--- src/rtl/eqrx_pkg.sv ---
package eqrx_pkg;
    localparam int NCH       = 2;
    localparam int NBAND     = 4;
    localparam int FREQ_W    = 4;
    localparam int GAIN_W    = 4;
    localparam int Q_W       = 3;
    localparam int ADDR_W    = 8;
    localparam int DATA_W    = 20;
    localparam int FRAME_W   = ADDR_W + DATA_W;
    localparam int CNT_W     = $clog2(FRAME_W + 2);
    localparam int BAND_W    = $clog2(NBAND);
    localparam int FREQ_MAX  = 10;
    localparam int GAIN_MAX  = 12;
    localparam int GAIN_FLAT = 6;

    // data field positions, relative to D0
    localparam int POS_Q    = 0;
    localparam int POS_DBL  = POS_Q + Q_W;
    localparam int POS_CH   = POS_DBL + 1;
    localparam int POS_BAND = POS_CH + NCH;
    localparam int POS_FREQ = POS_BAND + 3;
    localparam int POS_GAIN = POS_FREQ + FREQ_W;

    typedef enum logic [2:0] {
        SEL_LOW_PEAK  = 3'd0,
        SEL_LOW_MID   = 3'd1,
        SEL_HIGH_MID  = 3'd2,
        SEL_HIGH      = 3'd3,
        SEL_LOW_SHELF = 3'd4
    } band_sel_e;

    typedef struct packed {
        logic [FREQ_W-1:0] freq;
        logic [GAIN_W-1:0] gain;
        logic [Q_W-1:0]    q;
    } band_cfg_t;

    typedef struct packed {
        logic              accept;
        logic              dbl_only;
        logic              dbl;
        logic [NCH-1:0]    ch_mask;
        logic [BAND_W-1:0] band_idx;
        logic              shelf_wr;
        logic              shelf_val;
        band_cfg_t         cfg;
    } cmd_t;
endpackage

--- src/rtl/eqrx_sync.sv ---
module eqrx_sync #(
    parameter int STAGES = 2,
    parameter int WIDTH  = 3
) (
    input  logic             clk,
    input  logic             rst_n,
    input  logic [WIDTH-1:0] async_i,
    output logic [WIDTH-1:0] level_o,
    output logic [WIDTH-1:0] rise_o,
    output logic [WIDTH-1:0] fall_o
);
    logic [WIDTH-1:0] sync_d [STAGES];
    logic [WIDTH-1:0] sync_q [STAGES];
    logic [WIDTH-1:0] prev_d, prev_q;

    always_comb begin
        sync_d[0] = async_i;
        for (int s = 1; s < STAGES; s++) sync_d[s] = sync_q[s-1];
        prev_d = sync_q[STAGES-1];
    end

    always_ff @(posedge clk or negedge rst_n) begin
        if (!rst_n) begin
            for (int s = 0; s < STAGES; s++) sync_q[s] <= '0;
            prev_q <= '0;
        end else begin
            for (int s = 0; s < STAGES; s++) sync_q[s] <= sync_d[s];
            prev_q <= prev_d;
        end
    end

    assign level_o = sync_q[STAGES-1];
    assign rise_o  = sync_q[STAGES-1] & ~prev_q;
    assign fall_o  = ~sync_q[STAGES-1] & prev_q;
endmodule

--- src/rtl/eqrx_shift.sv ---
module eqrx_shift
    import eqrx_pkg::*;
(
    input  logic               clk,
    input  logic               rst_n,
    input  logic               ce_lvl,
    input  logic               ce_rise,
    input  logic               sclk_rise,
    input  logic               sdi_lvl,
    output logic [FRAME_W-1:0] frame_o,
    output logic [CNT_W-1:0]   cnt_o
);
    localparam logic [CNT_W-1:0] CNT_SAT = CNT_W'(FRAME_W + 1);

    typedef struct packed {
        logic [FRAME_W-1:0] sr;
        logic [CNT_W-1:0]   cnt;
    } shift_st_t;

    shift_st_t st_d, st_q;

    always_comb begin
        st_d = st_q;
        if (ce_rise) begin
            st_d.cnt = '0;
        end else if (ce_lvl && sclk_rise) begin
            // first bit ends up at index 0 after a full frame
            st_d.sr = {sdi_lvl, st_q.sr[FRAME_W-1:1]};
            if (st_q.cnt != CNT_SAT) st_d.cnt = st_q.cnt + 1'b1;
        end
    end

    always_ff @(posedge clk or negedge rst_n) begin
        if (!rst_n) st_q <= '0;
        else        st_q <= st_d;
    end

    assign frame_o = st_q.sr;
    assign cnt_o   = st_q.cnt;
endmodule

--- src/rtl/eqrx_decode.sv ---
module eqrx_decode
    import eqrx_pkg::*;
#(
    parameter logic [ADDR_W-1:0] ADDR_CODE = 8'hA5
) (
    input  logic [FRAME_W-1:0] frame_i,
    input  logic [CNT_W-1:0]   cnt_i,
    output cmd_t               cmd_o
);
    logic [DATA_W-1:0] dat;
    logic [2:0]        sel;
    logic              frame_ok, band_ok, range_ok;

    always_comb begin
        dat      = frame_i[FRAME_W-1:ADDR_W];
        sel      = dat[POS_BAND +: 3];
        frame_ok = (cnt_i == CNT_W'(FRAME_W)) && (frame_i[ADDR_W-1:0] == ADDR_CODE);
        band_ok  = (sel <= 3'(SEL_LOW_SHELF));
        range_ok = (dat[POS_FREQ +: FREQ_W] <= FREQ_W'(FREQ_MAX)) &&
                   (dat[POS_GAIN +: GAIN_W] <= GAIN_W'(GAIN_MAX));

        cmd_o           = '0;
        cmd_o.dbl       = dat[POS_DBL];
        cmd_o.ch_mask   = dat[POS_CH +: NCH];
        cmd_o.dbl_only  = (dat[POS_CH +: NCH] == '0);
        cmd_o.accept    = frame_ok && (cmd_o.dbl_only || (band_ok && range_ok));
        cmd_o.band_idx  = (sel == 3'(SEL_LOW_SHELF)) ? '0 : sel[BAND_W-1:0];
        cmd_o.shelf_wr  = (sel == 3'(SEL_LOW_PEAK)) || (sel == 3'(SEL_LOW_SHELF));
        cmd_o.shelf_val = (sel == 3'(SEL_LOW_SHELF));
        cmd_o.cfg.freq  = dat[POS_FREQ +: FREQ_W];
        cmd_o.cfg.gain  = dat[POS_GAIN +: GAIN_W];
        cmd_o.cfg.q     = dat[POS_Q +: Q_W];
    end
endmodule

--- src/rtl/eq_ctrl_rx.sv ---
module eq_ctrl_rx
    import eqrx_pkg::*;
#(
    parameter logic [ADDR_W-1:0] ADDR_CODE   = 8'hA5,
    parameter int                SYNC_STAGES = 2
) (
    input  logic                          clk,
    input  logic                          rst_n,
    input  logic                          ce_pin,
    input  logic                          sclk_pin,
    input  logic                          sdi_pin,
    output logic [NCH*NBAND*FREQ_W-1:0]   freq_o,
    output logic [NCH*NBAND*GAIN_W-1:0]   gain_o,
    output logic [NCH*NBAND*Q_W-1:0]      q_o,
    output logic [NCH-1:0]                shelf_o,
    output logic                          dbl_o
);
    localparam int PIN_CE = 0;
    localparam int PIN_CK = 1;
    localparam int PIN_DI = 2;

    typedef struct packed {
        band_cfg_t [NCH-1:0][NBAND-1:0] cfg;
        logic [NCH-1:0]                 shelf;
        logic                           dbl;
    } set_st_t;

    function automatic set_st_t flat_state();
        set_st_t s;
        s = '0;
        for (int c = 0; c < NCH; c++)
            for (int b = 0; b < NBAND; b++)
                s.cfg[c][b].gain = GAIN_W'(GAIN_FLAT);
        return s;
    endfunction

    logic [2:0]         pin_lvl, pin_rise, pin_fall;
    logic               ce_fall;
    logic [FRAME_W-1:0] frame;
    logic [CNT_W-1:0]   bit_cnt;
    cmd_t               cmd;
    set_st_t            st_d, st_q;

    eqrx_sync #(.STAGES(SYNC_STAGES), .WIDTH(3)) u_sync (
        .clk     (clk),
        .rst_n   (rst_n),
        .async_i ({sdi_pin, sclk_pin, ce_pin}),
        .level_o (pin_lvl),
        .rise_o  (pin_rise),
        .fall_o  (pin_fall)
    );

    assign ce_fall = pin_fall[PIN_CE];

    eqrx_shift u_shift (
        .clk       (clk),
        .rst_n     (rst_n),
        .ce_lvl    (pin_lvl[PIN_CE]),
        .ce_rise   (pin_rise[PIN_CE]),
        .sclk_rise (pin_rise[PIN_CK]),
        .sdi_lvl   (pin_lvl[PIN_DI]),
        .frame_o   (frame),
        .cnt_o     (bit_cnt)
    );

    eqrx_decode #(.ADDR_CODE(ADDR_CODE)) u_dec (
        .frame_i (frame),
        .cnt_i   (bit_cnt),
        .cmd_o   (cmd)
    );

    always_comb begin
        st_d = st_q;
        if (ce_fall && cmd.accept) begin
            st_d.dbl = cmd.dbl;
            if (!cmd.dbl_only) begin
                for (int c = 0; c < NCH; c++) begin
                    if (cmd.ch_mask[c]) begin
                        st_d.cfg[c][cmd.band_idx] = cmd.cfg;
                        if (cmd.shelf_wr) st_d.shelf[c] = cmd.shelf_val;
                    end
                end
            end
        end
    end

    always_ff @(posedge clk or negedge rst_n) begin
        if (!rst_n) st_q <= flat_state();
        else        st_q <= st_d;
    end

    for (genvar c = 0; c < NCH; c++) begin : g_ch
        for (genvar b = 0; b < NBAND; b++) begin : g_band
            localparam int IDX = c * NBAND + b;
            assign freq_o[IDX*FREQ_W +: FREQ_W] = st_q.cfg[c][b].freq;
            assign gain_o[IDX*GAIN_W +: GAIN_W] = st_q.cfg[c][b].gain;
            assign q_o[IDX*Q_W +: Q_W]          = st_q.cfg[c][b].q;
        end
    end

    assign shelf_o = st_q.shelf;
    assign dbl_o   = st_q.dbl;
endmodule

--- config.mk ---
export PLATFORM = sky130hd
export DESIGN_NAME = eq_ctrl_rx
export DESIGN_NICKNAME = d
export VERILOG_FILES = /design/src/rtl/eqrx_pkg.sv /design/src/rtl/eqrx_sync.sv /design/src/rtl/eqrx_shift.sv /design/src/rtl/eqrx_decode.sv /design/src/rtl/eq_ctrl_rx.sv
export SDC_FILE = /design/constraint.sdc
export NUM_CORES = 1
export LEC_CHECK = 0
export ABC_AREA = 1
export BUFFER_PORTS_ARGS = -buffer_cell sky130_fd_sc_hd__buf_2
export CAP_MARGIN = 30
export CORE_ASPECT_RATIO = 1.25
export CORE_MARGIN = 2
export CORE_UTILIZATION = 25
export CTS_BUF_LIST = sky130_fd_sc_hd__clkbuf_16
export CTS_CLUSTER_DIAMETER = 40
export DETAILED_ROUTE_END_ITERATION = 10
export SETUP_SLACK_MARGIN = 0.05
export SLEW_MARGIN = 10
export SYNTH_ARGS = -nofsm -noshare
export SYNTH_HDL_FRONTEND = slang
export SYNTH_SLANG_ARGS = --single-unit
--- constraint.sdc ---
create_clock -name clk -period 3.3 [get_ports clk]
set_clock_uncertainty 0.2 [all_clocks]
set_input_delay 0.66 -clock clk [delete_from_list [all_inputs] [get_ports clk]]
set_output_delay 0.66 -clock clk [all_outputs]
set_load 0.02 [all_outputs]
Word-level counts from Yosys, hierarchy flattened

Index checks and enable logic that the tools add are counted.

Register bits: 132
Logic and storage cells: 75
Input port bits: 5
Output and inout bits: 91

Eq/ne operators: 4
Magnitude comparators: 5
Reductions and logical operators: 19
Bitwise operators: 6
Add/subtract/negate cells: 1
Mux-type cells: 8

Operators by type and width:

| kind                                                              | number |
|---|---|
| bitwise mux 44 bit                                                | 2 |
| demux 11 bit (select 2 bit)                                       | 1 |
| 2-to-1 mux 5 bit                                                  | 3 |
| 2-to-1 mux 11 bit                                                 | 1 |
| equality test 8 bit, second input constant                        | 1 |
| less-or-equal comparator 4 bit, second input constant             | 2 |
| AND reduction 4 bit                                               | 2 |
| logical AND 1 bit                                                 | 7 |
| AND reduction 3 bit                                               | 2 |
| adder 5 x 1 -> 5 bit, second input constant                       | 1 |
| equality test 5 bit, second input constant                        | 1 |
| != test 5 bit, second input constant                              | 1 |
| AND reduction 2 bit                                               | 2 |
| nonzero test 2 bit                                                | 2 |
| equality test 3 bit, second input constant                        | 1 |
| less-or-equal comparator 3 bit, second input constant             | 1 |
| logical NOT 3 bit                                                 | 1 |
| less-than comparator 2 x 3 -> 1 bit, second input constant        | 1 |
| NOT 1 bit                                                         | 3 |
| AND 2 bit                                                         | 1 |
| greater-or-equal comparator 2 x 1 -> 1 bit, second input constant | 1 |
| logical NOT 2 bit                                                 | 1 |
| logical OR 1 bit                                                  | 2 |
| 2-to-1 mux 2 bit                                                  | 1 |
| 2 further kinds                                                   | 2 |

Longest topological paths before layout

Depth after elaboration: 7
Gate-level depth with buffers: 10
Mapped depth without buffers: 10

Hierarchy

A second synthesis with hierarchy kept.

Cells, all modules: 645
Area, all modules: 5860.6 um^2

By module, submodules not included:

| module      | area each (um^2) | times used | cells an instance | seq. area each (um^2) |
|---|---|---|---|---|
| eq_ctrl_rx  | 3880.0           | 1          | 428               | 2297.2 |
| eqrx_shift  | 1457.6           | 1          | 148               | 825.8 |
| eqrx_sync   | 270.3            | 1          | 21                | 225.2 |
| eqrx_decode | 252.7            | 1          | 48                | 0.0 |

Worst setup path before layout

Ideal clock, no wire load.

Kind: reg-to-reg
Start: reg u_shift.st_q (netlist bit u_shift.cnt_o[0])
End: reg st_q (netlist bit freq_o[17])
Clock period less this slack: 1.913 ns
Setup slack: 1.387 ns
Data required time: 2.971 ns
Path buffers: 1
Arrival time: 1.584 ns
Setup time: 0.129 ns
Stages on the path, launching flop included: 11
Cells stage by stage: dfrtp_1 > inv_1 > ha_1 > nand2_1 > nor2_2 > nand2_2 > nor2_8 > nand4_4 > buf_6 > nand2_2 > o21ai_2

Cells in the longest elaborated chain, start to end: 5

Ends and longest elaborated chain:

| element                       | RTL line          | text |
|---|---|---|
| from (decl)                   | eqrx_shift.sv:20  | `shift_st_t st_d, st_q;` |
| from (signal assigned)        | eqrx_shift.sv:35  | `else st_q <= st_d;` |
| equality test 5 bit           | eqrx_decode.sv:17 | `frame_ok = (cnt_i == CNT_W'(FRAME_W)) && (frame_i[ADDR_W-1:0] == ADDR_CODE);` |
| logical AND 1 bit             | eqrx_decode.sv:17 |  |
| logical AND 1 bit             | eqrx_decode.sv:26 | `cmd_o.accept = frame_ok && (cmd_o.dbl_only \|\| (band_ok && range_ok));` |
| logical AND 1 bit             | eq_ctrl_rx.sv:74  | `if (ce_fall && cmd.accept) begin` |
| AND reduction 3 bit (no line) | -                 |  |
| to (signal assigned)          | eq_ctrl_rx.sv:88  | `if (!rst_n) st_q <= flat_state();` |
| to (signal assigned)          | eq_ctrl_rx.sv:89  | `else st_q <= st_d;` |
| to (decl)                     | eq_ctrl_rx.sv:42  | `set_st_t st_d, st_q;` |

Every way passes these cells.
A chain may end at the register's enable or synchronous reset.

Final worst setup path

Start: reg u_shift.st_q (netlist bit u_shift.frame_o[22])
End: reg st_q (netlist bit q_o[13])

Cells in the longest elaborated chain, start to end: 7

Ends and longest elaborated chain:

| element                        | RTL line          | text |
|---|---|---|
| less-or-equal comparator 4 bit | eqrx_decode.sv:20 | `(dat[POS_GAIN +: GAIN_W] <= GAIN_W'(GAIN_MAX));` |
| logical AND 1 bit              | eqrx_decode.sv:19 | `range_ok = (dat[POS_FREQ +: FREQ_W] <= FREQ_W'(FREQ_MAX)) &&` |
| logical AND 1 bit              | eqrx_decode.sv:26 |  |
| logical OR 1 bit               | eqrx_decode.sv:26 |  |
| logical AND 1 bit              | eqrx_decode.sv:26 |  |
| logical AND 1 bit              | eq_ctrl_rx.sv:74  |  |
| AND reduction 3 bit (no line)  | -                 |  |

Every way passes these cells.

==> out/qor.txt <==
Post-synth EDFFs - 0
Design Area, Final - 6610 µm²
min cycle time layout - 2.34 ns
clk_lat worst skew - 0.41 ns
Pwr per Cell Area - 554 nW/µm²
Post-DRT Antenna Nets - 0
cell taking the most area after synthesis - dfrtp_1
# setup viols final - 0
WL per Instance - 14.4 µm
first-pass GRT wire length - 20.5 mm
Seq cells post-synth - 132
net load switching power - 920 µW
GPL Wtd Cong - 0.792
Cell variety after synth - 25
critical path class - flip-flop to flip-flop
top cells by area, synth - dfrtp_1 54%, nand2_1 9.3%, o21ai_2 8.2%
Syn Inst Count - 501
Worst-path clk slew - 0.06 ns
Worst Path Arrival - 2.43 ns
status - finished, final reports clean
Yosys warnings - 0
initial antenna violation count - 0
CTS resizes - 0
Area growth, synth to finish - 21.8%
Clk network pwr share - 46.2%
Synth top area share - 53.5%
final WL - 12.8 mm
Final Max Slew Viols - 0
Required @ worst endpoint - 3.38 ns
Peak Freq - 0.427 GHz
CP Max Fanout - 24
Mapped Avg Cell Area - 10.8 µm²
sequential area share after synthesis - 61.3%
RSZ-0062 raised after global routing - false
Total GRT Usage - 12.0%
Post-Layout Cell Count - 886
DP Wirelength - 8.47 mm
Slew headroom - 53.7%
DRC - 0
Peak VDD IR - 0.391 mV
die span in x - 136 µm
largest net degree at the start of global routing - 69
io pins - 96
Post-Syn Nets - 509
cts hold-fix bufs - 0
critical path's slowest cell - nand4_4
combinational share of power - 6.7%
core area - 21400 µm²
fraction of power consumed by sequential logic - 47.0%
Int Pwr - 2.74 mW
die area - 22900 µm²
most frequent cells in the layout - 135 x nand2_1, 116 x dfrtp_1, 94 x buf_2
CTS tree - yes
CP max stage delay - 0.48 ns
fin crit share - 71.0%
Antenna Cells - 0
startpoint types - flip-flop
GRT Residual Overflow - 0
Post-CTS Setup Repair Bufs - 0
via count - 3662
port bufs - 95
MaxCap Viol Count - 0
post-synthesis instance area - 5430 µm²
htree depth - 4
initial core utilization - 25.4%
Initial DRC Count - 229
Async SR Flop Fraction - 100%
fin util - 30.9%
final layout net count - 602
placed cell areas - 6080 µm²
most common cell after layout, fill and taps aside - nand2_1
share of post-route cells with drive strength above 1 - 36.6%
vias per cell - 4.13
Fin Setup TNS - 0 ns
Clock Sink Count - 132
Cell Rows - 60
placed insts - 854
Fin. Hold Viols - 0
Sw Share - 25.1%
Leak - 3.16 nW
Pre-antenna DRT Iters - 4
ys flop type - dfrtp_1
clock root buffer - clkbuf_16
die height - 169 µm
clock buffer count from CTS - 17
Tightest Pin Transition - 0.694 ns
vias in the first global route - 3546
Hold Crit Class - primary input to async pin
worst-path cell chain - inv_2 -> nand2_1 -> nand2_1 -> nand3_1 -> nand2_2 -> nand4_4 -> nand2_1 -> o21ai_2
most frequent cell on the critical path - nand2_1
Crit. End Element - flip-flop
Filler cells - 2259
Clock Tree Buf Depth - 2
[power groups by stage]
stage	combinational, mW	clock, mW	sequential, mW
final	0.247	1.69	1.72
after global placement	0.256	0	1.75
after floorplan	0.142	0	1.74
after global routing	0.289	1.81	1.73
after CTS	0.261	1.74	1.72
after detailed placement	0.260	0	1.75
[worst max-delay path, delay by kind of cell (launching register included)]
kind | cells | cell delay, ns
buffers and inverters | 1 | 0.24
flip-flops | 1 | 0.38
AO/OA/AOI/OAI | 1 | 0.07
AND/OR/NAND/NOR | 6 | 1.31
[sequential cells by signal, summed over array words and instances, names as in the netlist]
name / flops
freq_o: 32
gain_o: 32
u_shift.frame_o: 28
q_o: 24
u_shift.cnt_o: 5
u_sync.level_o: 3
u_sync.sync_d: 3
shelf_o: 2
u_sync.prev_q: 2
dbl_o: 1
[layout make-up]
cell class | count | area (µm²) | share of cell area [%]
Inverter | 35 | 134 | 2.03
Tap cell | 279 | 349 | 5.28
Sequential cell | 132 | 3320 | 50.3
Clock buffer | 17 | 425 | 6.44
Multi-Input combinational cell | 311 | 1770 | 26.7
Timing Repair Buffer | 97 | 509 | 7.70
Clock inverter | 15 | 101 | 1.53
[worst paths after layout]
path | from | to | slack [ns] | cells after the start
worst min-delay path | rst_n | freq_o[8] | 0.02 | 1
min in group clk | u_sync.sync_d[0] | u_sync.level_o[0] | 0.15 | 0
worst min register to register | u_sync.sync_d[0] | u_sync.level_o[0] | 0.15 | 0
max in group asynchronous | rst_n | gain_o[17] | 1.99 | 2
worst max register to register | u_shift.frame_o[22] | q_o[13] | 0.96 | 8
worst max-delay path | u_shift.frame_o[22] | q_o[13] | 0.96 | 8
[kinds of logic after synthesis]
family	synth area share [%]
and+or+nand+nor	16.8
muxes	0.208
DFF	61.3
adders and majority gates	0.692
AOI/OAI and AO/OA	14.9
buffers and inverters	6.16
[metal layers]
layer,GRT usage [%],up-vias,routed length [µm]
met3,3.38,13,652
met2,20.3,74,6570
met4,4.48,0,156
met1,14.4,1748,5410
li1,-,1827,-
met5,0,-,0
[cell usage after synthesis, types with 2 or more instances]
library cell    n
dfrtp_1       116
o21ai_2        51
nor2_1         15
nor3_1          2
clkbuf_1        5
inv_1          28
buf_6          13
nand4_4         8
nor2_2          4
nand3_1         7
o21ai_0        29
ha_1            3
inv_2           6
nand2_2        10
dfstp_2        16
nand2_1       135
o21ai_1        38
buf_4           4
a21oi_1         5
[per-stage QoR]
step	power, mW	setup slack, ns	hold slack, ns
after detailed placement	2.01	0.938	0.135
after CTS	3.73	0.918	0.0611
final	3.66	0.957	0.0227
after global placement	2.01	0.993	0.132
after global routing	3.83	0.702	0.0906
after floorplan	1.89	1.39	0.131
(Power assumes the default switching activity.)
